[src/rtl/vml_pkg.sv]
package vml_pkg;

    localparam int REG_AW = 2;

    typedef enum logic [REG_AW-1:0] {
        SEL_PORT  = 2'd0,
        SEL_VLO   = 2'd1,
        SEL_VHI   = 2'd2,
        SEL_SPARE = 2'd3
    } reg_sel_e;

    typedef struct packed {
        logic port;
        logic set_lo;
        logic set_hi;
    } host_op_t;

    function automatic host_op_t decode_op(input logic evt, input logic [REG_AW-1:0] a);
        host_op_t op;
        op = '0;
        if (evt) begin
            case (reg_sel_e'(a))
                SEL_PORT: op.port   = 1'b1;
                SEL_VLO:  op.set_lo = 1'b1;
                SEL_VHI:  op.set_hi = 1'b1;
                default:  op        = '0;
            endcase
        end
        return op;
    endfunction

endpackage

[src/rtl/vml_strobe_edge.sv]
module vml_strobe_edge (
    input  logic clk,
    input  logic rst,
    input  logic strobe,
    output logic rise
);
    logic strobe_q;

    always_ff @(posedge clk) begin
        if (rst) strobe_q <= 1'b0;
        else     strobe_q <= strobe;
    end

    assign rise = strobe & ~strobe_q;

    // an edge can never be seen on two consecutive clocks
    a_r7_single_edge: assert property (@(posedge clk) disable iff (rst)
        rise |=> !rise);
endmodule

[src/rtl/vml_lane_seq.sv]
module vml_lane_seq
    import vml_pkg::*;
#(
    parameter int VEC_AW   = 13,
    parameter int DATA_W   = 8,
    parameter int CNT_W    = 4,
    parameter int CNT_BASE = 5,
    parameter int LANES    = 11
) (
    input  logic              clk,
    input  logic              rst,
    input  host_op_t          op,
    input  logic [DATA_W-1:0] data,
    output logic [CNT_W-1:0]  cnt,
    output logic [VEC_AW-1:0] vaddr
);
    localparam int HI_W = VEC_AW - DATA_W;
    localparam logic [CNT_W-1:0] C_BASE = CNT_W'(CNT_BASE);
    localparam logic [CNT_W-1:0] C_LAST = CNT_W'(CNT_BASE + LANES - 1);

    always_ff @(posedge clk) begin
        if (rst) begin
            cnt   <= C_BASE;
            vaddr <= '0;
        end else if (op.set_lo) begin
            vaddr[DATA_W-1:0] <= data;
            cnt               <= C_BASE;
        end else if (op.set_hi) begin
            vaddr[VEC_AW-1:DATA_W] <= data[HI_W-1:0];
            cnt                    <= C_BASE;
        end else if (op.port) begin
            if (cnt == C_LAST) begin
                cnt   <= C_BASE;
                vaddr <= vaddr + VEC_AW'(1);
            end else begin
                cnt <= cnt + CNT_W'(1);
            end
        end
    end

    a_r3_step: assert property (@(posedge clk) disable iff (rst)
        (op.port && cnt != C_LAST) |=> (cnt == $past(cnt) + CNT_W'(1)) && $stable(vaddr));

    a_r4_next_vector: assert property (@(posedge clk) disable iff (rst)
        (op.port && cnt == C_LAST) |=> (cnt == C_BASE) && (vaddr == $past(vaddr) + VEC_AW'(1)));

    a_r5_restart: assert property (@(posedge clk) disable iff (rst)
        (op.set_lo || op.set_hi) |=> (cnt == C_BASE));

    a_r8_hold: assert property (@(posedge clk) disable iff (rst)
        !(op.port || op.set_lo || op.set_hi) |=> $stable(cnt) && $stable(vaddr));

    a_r3_range: assert property (@(posedge clk) disable iff (rst)
        (cnt >= C_BASE) && (cnt <= C_LAST));
endmodule

[src/rtl/vml_lane_dec.sv]
module vml_lane_dec #(
    parameter int CNT_W    = 4,
    parameter int CNT_BASE = 5,
    parameter int LANES    = 11
) (
    input  logic             port_wr,
    input  logic [CNT_W-1:0] cnt,
    output logic [LANES-1:0] we
);
    for (genvar i = 0; i < LANES; i++) begin : g_lane
        localparam logic [CNT_W-1:0] SEL = CNT_W'(CNT_BASE + i);
        assign we[i] = port_wr && (cnt == SEL);
    end
endmodule

[src/rtl/vml_loader.sv]
module vml_loader
    import vml_pkg::*;
#(
    parameter int PAT_LANES = 10,
    parameter int VEC_AW    = 13,
    parameter int DATA_W    = 8,
    parameter int CNT_W     = 4,
    parameter int CNT_BASE  = 5
) (
    input  logic                 clk,
    input  logic                 rst,
    input  logic [1:0]           host_addr,
    input  logic [DATA_W-1:0]    host_wdata,
    input  logic                 host_wr,
    output logic [VEC_AW-1:0]    mem_addr,
    output logic [DATA_W-1:0]    mem_wdata,
    output logic [PAT_LANES:0]   lane_we
);
    localparam int LANES = PAT_LANES + 1;

    logic              rise;
    host_op_t          op;
    logic [CNT_W-1:0]  cnt;
    logic [VEC_AW-1:0] vaddr;
    logic [LANES-1:0]  we_next;

    vml_strobe_edge u_edge (
        .clk    (clk),
        .rst    (rst),
        .strobe (host_wr),
        .rise   (rise)
    );

    assign op = decode_op(rise, host_addr);

    vml_lane_seq #(
        .VEC_AW   (VEC_AW),
        .DATA_W   (DATA_W),
        .CNT_W    (CNT_W),
        .CNT_BASE (CNT_BASE),
        .LANES    (LANES)
    ) u_seq (
        .clk   (clk),
        .rst   (rst),
        .op    (op),
        .data  (host_wdata),
        .cnt   (cnt),
        .vaddr (vaddr)
    );

    vml_lane_dec #(
        .CNT_W    (CNT_W),
        .CNT_BASE (CNT_BASE),
        .LANES    (LANES)
    ) u_dec (
        .port_wr (op.port),
        .cnt     (cnt),
        .we      (we_next)
    );

    always_ff @(posedge clk) begin
        if (rst) begin
            lane_we   <= '0;
            mem_addr  <= '0;
            mem_wdata <= '0;
        end else begin
            lane_we <= we_next;
            if (op.port) begin
                mem_addr  <= vaddr;
                mem_wdata <= host_wdata;
            end
        end
    end

    a_r9_onehot: assert property (@(posedge clk) disable iff (rst)
        $onehot0(lane_we));

    a_r2_one_clock: assert property (@(posedge clk) disable iff (rst)
        (|lane_we) |=> (lane_we == '0));

    a_r2_payload: assert property (@(posedge clk) disable iff (rst)
        (|lane_we) |-> (mem_addr == $past(vaddr)) && (mem_wdata == $past(host_wdata)));

    a_r9_needs_port: assert property (@(posedge clk) disable iff (rst)
        !(rise && host_addr == 2'd0) |=> (lane_we == '0));
endmodule

[config.mk]
export PLATFORM = sky130hd
export DESIGN_NAME = vml_loader
export DESIGN_NICKNAME = d
export VERILOG_FILES = /design/src/rtl/vml_pkg.sv /design/src/rtl/vml_strobe_edge.sv /design/src/rtl/vml_lane_seq.sv /design/src/rtl/vml_lane_dec.sv /design/src/rtl/vml_loader.sv
export SDC_FILE = /design/constraint.sdc
export NUM_CORES = 1
export LEC_CHECK = 0
export ABC_AREA = 1
export BUFFER_PORTS_ARGS = -buffer_cell sky130_fd_sc_hd__clkbuf_2
export CAP_MARGIN = 20
export CORE_ASPECT_RATIO = 0.5
export CORE_MARGIN = 2
export CORE_UTILIZATION = 50
export CTS_CLUSTER_DIAMETER = 80
export DETAILED_ROUTE_END_ITERATION = 6
export GPL_ROUTABILITY_DRIVEN = 0
export HOLD_SLACK_MARGIN = 0.1
export PLACE_DENSITY = 0.74
export SYNTH_ARGS = -nofsm -noshare
export SYNTH_HDL_FRONTEND = slang
export SYNTH_SLANG_ARGS = --single-unit
export TNS_END_PERCENT = 50
[constraint.sdc]
create_clock -name clk -period 1.7 [get_ports clk]
set_input_delay 0.17 -clock clk [delete_from_list [all_inputs] [get_ports clk]]
set_output_delay 0.17 -clock clk [all_outputs]
set_load 0.01 [all_outputs]
==> results.md <==
- Net switching is between 20% and 30% of the power.
- The cell count after synthesis is ~300.
- The number of nets in the finished design is 374.
- The leakage power is between 1 and 1.5 nW.
- The share of final-layout standard cells stronger than drive strength 1 is about a fifth.
- The most numerous cell type found on the critical path is nand2_1.
- The final design utilization is 60.8%.
- In this run, the number of DRC markers left after iteration 0 of detailed routing was 114.
- When the netlist entered floorplanning its net count stood at roughly 320.
- The number of clock buffers added by TritonCTS is 5.
- The number of buffers inserted by hold repair at cts is 1.
- The core region is around 4300 µm².
- The type of destination of the critical path is a register.
- Clock tree synthesis selected as its root buffer the cell clkbuf_8.
- The flow ran to the end, and the final reports show no timing, DRC or antenna violations.
- The worst hold margin is between 0.1 and 0.15 ns.
- 45 I/O pins were placed.
- The H-tree generated during clock tree synthesis spans 2 levels.
- The overall overflow remaining after global route is 0.
- The mean number of vias per cell is 4.99.
- The biggest fanout along the worst timing path is 9.
- Relative to the synthesized area, the layout overhead comes to 18.7%.
- Setup repair after global routing left no endpoint under its margin.
- After routing, the total negative slack on setup checks comes to 0 ns.
- The max-slew violation total from the final report came to 0.
- The sequential element share of the synthesized area is roughly 45%.
- The number of gates resized after cts is 0.
- The max-capacitance violation count is 0.
- The largest net degree at the start of global routing is 19.
- Post-CTS timing repair inserted 0 buffers for setup.
- The maximum frequency from static timing analysis is about 640 MHz.
- The post-detailed-route count of antenna-violating nets is 0.
- For the worst setup path, the data required time is approximately 1.9 ns.
- Per report_power, the combinational group accounts for around 8.4% of the total.
- The count of vias placed by the detailed router is 2059.
- The final hold violation count came to 0.
- Measured along the y axis, the die boundary spans 51.1 µm.
- Of the available clock period, the critical path in the final layout requires between 90 and 100%.
- The number of antenna violations at the first check in global routing is 0.
- In this run the cell area of the synthesized design comes to ~2200 µm².
- The all-layer global routing usage is between 20% and 30%.
- Per report_power, the clock group accounts for 36.8% of the total.
- Counting the fill cells in the layout gives slightly above 400.
- The wire length of the first global-routing pass is 8.18 mm.
- The wire-length estimate of the detail-placed layout is 3.76 mm.
- The critical path in this run is classified as primary input to register.
- The die width is about 100 µm.
- The starting utilization of the core area is 51.2%.
- The analysis attributes to net switching a power of 525 µW.
- Setup violations remaining at the end of the flow were counted as 0.
- On the critical path, the stage with the largest delay is an instance of dlygate4sd3_1.
- The worst setup path is launched from a primary input.
- The wire length reported by the detailed router is roughly 5.0 mm.
- The average wire length per cell after detail routing is approximately 12 µm.
- The delay of the slowest cell on the worst path is between 0.5 and 0.6 ns.
- Across the VDD grid, the largest voltage drop is 570 µV.
- Before antenna repair, the detailed router went through 4 iterations.
- The clock transition time at the flip-flop clock pins of the worst setup and hold paths is roughly 0.090 ns.
- Traced cell by cell, the critical path runs through dlygate4sd3_1, clkbuf_2, inv_2, nor2_4, nand3_2, nand2_1, nand3_2, nand2_1, nand3_1, nand2_1, inv_1.
- The pin slew with the least headroom to its limit is 0.355 ns.
- The internal cell power is ~1.7 mW.
- Measured against its own limit, the worst slew margin works out to 76.3%.
- The number of sinks handled by clock tree synthesis is 50.
- For this run, the number of Yosys warnings is 0.
- In this run the deepest clock path goes through 2 buffers.
- The total power density per cell area is between 800 and 900 nW/µm².
- The count of buffers from port buffering is 44.
- In this design, the largest share of critical-path delay is due to simple AND/OR/NAND/NOR gates.
- The row count is 17.
- The clock tree skew after final layout is 0.0120 ns.
- The tightest min-delay check is of the primary input to register type.
- The register bit total from synthesis is 50.
- The register share of total power is a little over half.
- The number of antenna cells inserted is 0.
- The later-pin clock latency in the skew report is between 0.3 and 0.4 ns.
- At the worst endpoint, the arrival time is between 1.5 and 2 ns.
- The count of buffering cells on the critical path with inverters included is 4.
- The library cells used most frequently in the layout, excluding fill and tap cells, are nor2_1, nand2_1, dfxtp_1.
- TritonCTS built the clock tree.
- The post-layout minimum cycle time is 1.57 ns.
- For this run, design rule violations remaining after detail routing come to 0.
- The via count of the first global-routing pass is ~1800.
- The die area is 5030 µm².
- The count of cell types in the netlist is 28.
- The mean instance size in the synthesized netlist is 7.29 µm².
==> synth_stat cells, drive strengths merged <==
library cell,n,area share (%)
xor2,5,2.0
nor3,7,2.8
a21oi,17,3.8
o211ai,1,0.34
xnor2,1,0.39
clkbuf,4,0.68
nand3b,1,0.34
dfxtp,50,45
buf,5,1.5
o21ai,28,6.3
nand2,63,11
nand3,19,5.0
or2,1,0.28
nand4,3,0.84
ha,6,3.4
nor2,63,11
inv,30,5.1
a21boi,1,0.34
==> routing by layer <==
| metal | GRT usage (%) | vias to the layer above | share of wire, % |
|---|---|---|---|
| li1 | - | 1068 | - |
| met4 | 7.76 | 0 | 1.1 |
| met5 | 0 | - | 0 |
| met3 | 5.34 | 9 | 5.6 |
| met1 | 26.7 | 927 | 49 |
| met2 | 33.6 | 55 | 44 |
==> cell type report <==
type	count	area, µm²	area share (%)
Clock buffer	6	72.6	2.75
Tap cell	57	71.3	2.70
Sequential cell	50	1000	38.0
Timing Repair Buffer	52	283	10.7
Inverter	30	113	4.27
Multi-Input combinational cell	216	1060	40.2
Clock inverter	2	37.5	1.42
==> worst paths after layout <==
path             startpoint             end  slack (ns)  cells after the start
max                 host_wr  u_seq.vaddr[7]        0.13                     11
min           host_wdata[7]    mem_wdata[7]        0.14                      3
max reg2reg  u_seq.vaddr[1]  u_seq.vaddr[8]        0.19                      6
min reg2reg     mem_addr[6]     mem_addr[6]        0.49                      2
==> sequential cells by signal, summed over array words and instances, names as in the netlist <==
name             count
mem_addr            13
u_seq.vaddr         13
lane_we             11
mem_wdata            8
u_seq.cnt            4
u_edge.strobe_q      1
==> power by group through the flow <==
stage	registers [mW]	clock network (mW)	logic, mW
2_1_floorplan	1.26	0	0.104
3_3_place_gp	1.25	0	0.184
3_5_place_dp	1.25	0	0.186
4_1_cts	1.23	0.844	0.189
5_1_grt	1.23	0.885	0.211
6_report	1.23	0.825	0.189
==> kinds of logic (layout without fill, tap and decap cells) <==
family,after synthesis,after routing,share of synthesized area [%]
buf+inv,39,90,7.26
fa+ha+maj,6,6,3.38
compound gates,47,47,10.8
simple gates,157,157,31.1
xor+xnor,6,6,2.36
flops,50,50,45.0
==> metrics by stage <==
step | worst slack, ns | cells | area (µm²) | total power, mW
6_report | 0.126 | 413 | 2640 | 2.24
5_1_grt | 0.0328 | 413 | 2640 | 2.33
4_1_cts | 0.133 | 413 | 2640 | 2.26
3_5_place_dp | 0.233 | 404 | 2520 | 1.44
3_3_place_gp | 0.287 | 404 | 2520 | 1.44
2_1_floorplan | 0.428 | 305 | 2220 | 1.36
==> worst min-delay path, cell delays in order <==
cell,delay (ns)
clkbuf_2,0.09
o21ai_0,0.07
nor2_1,0.08
(Power assumes the default switching activity.)
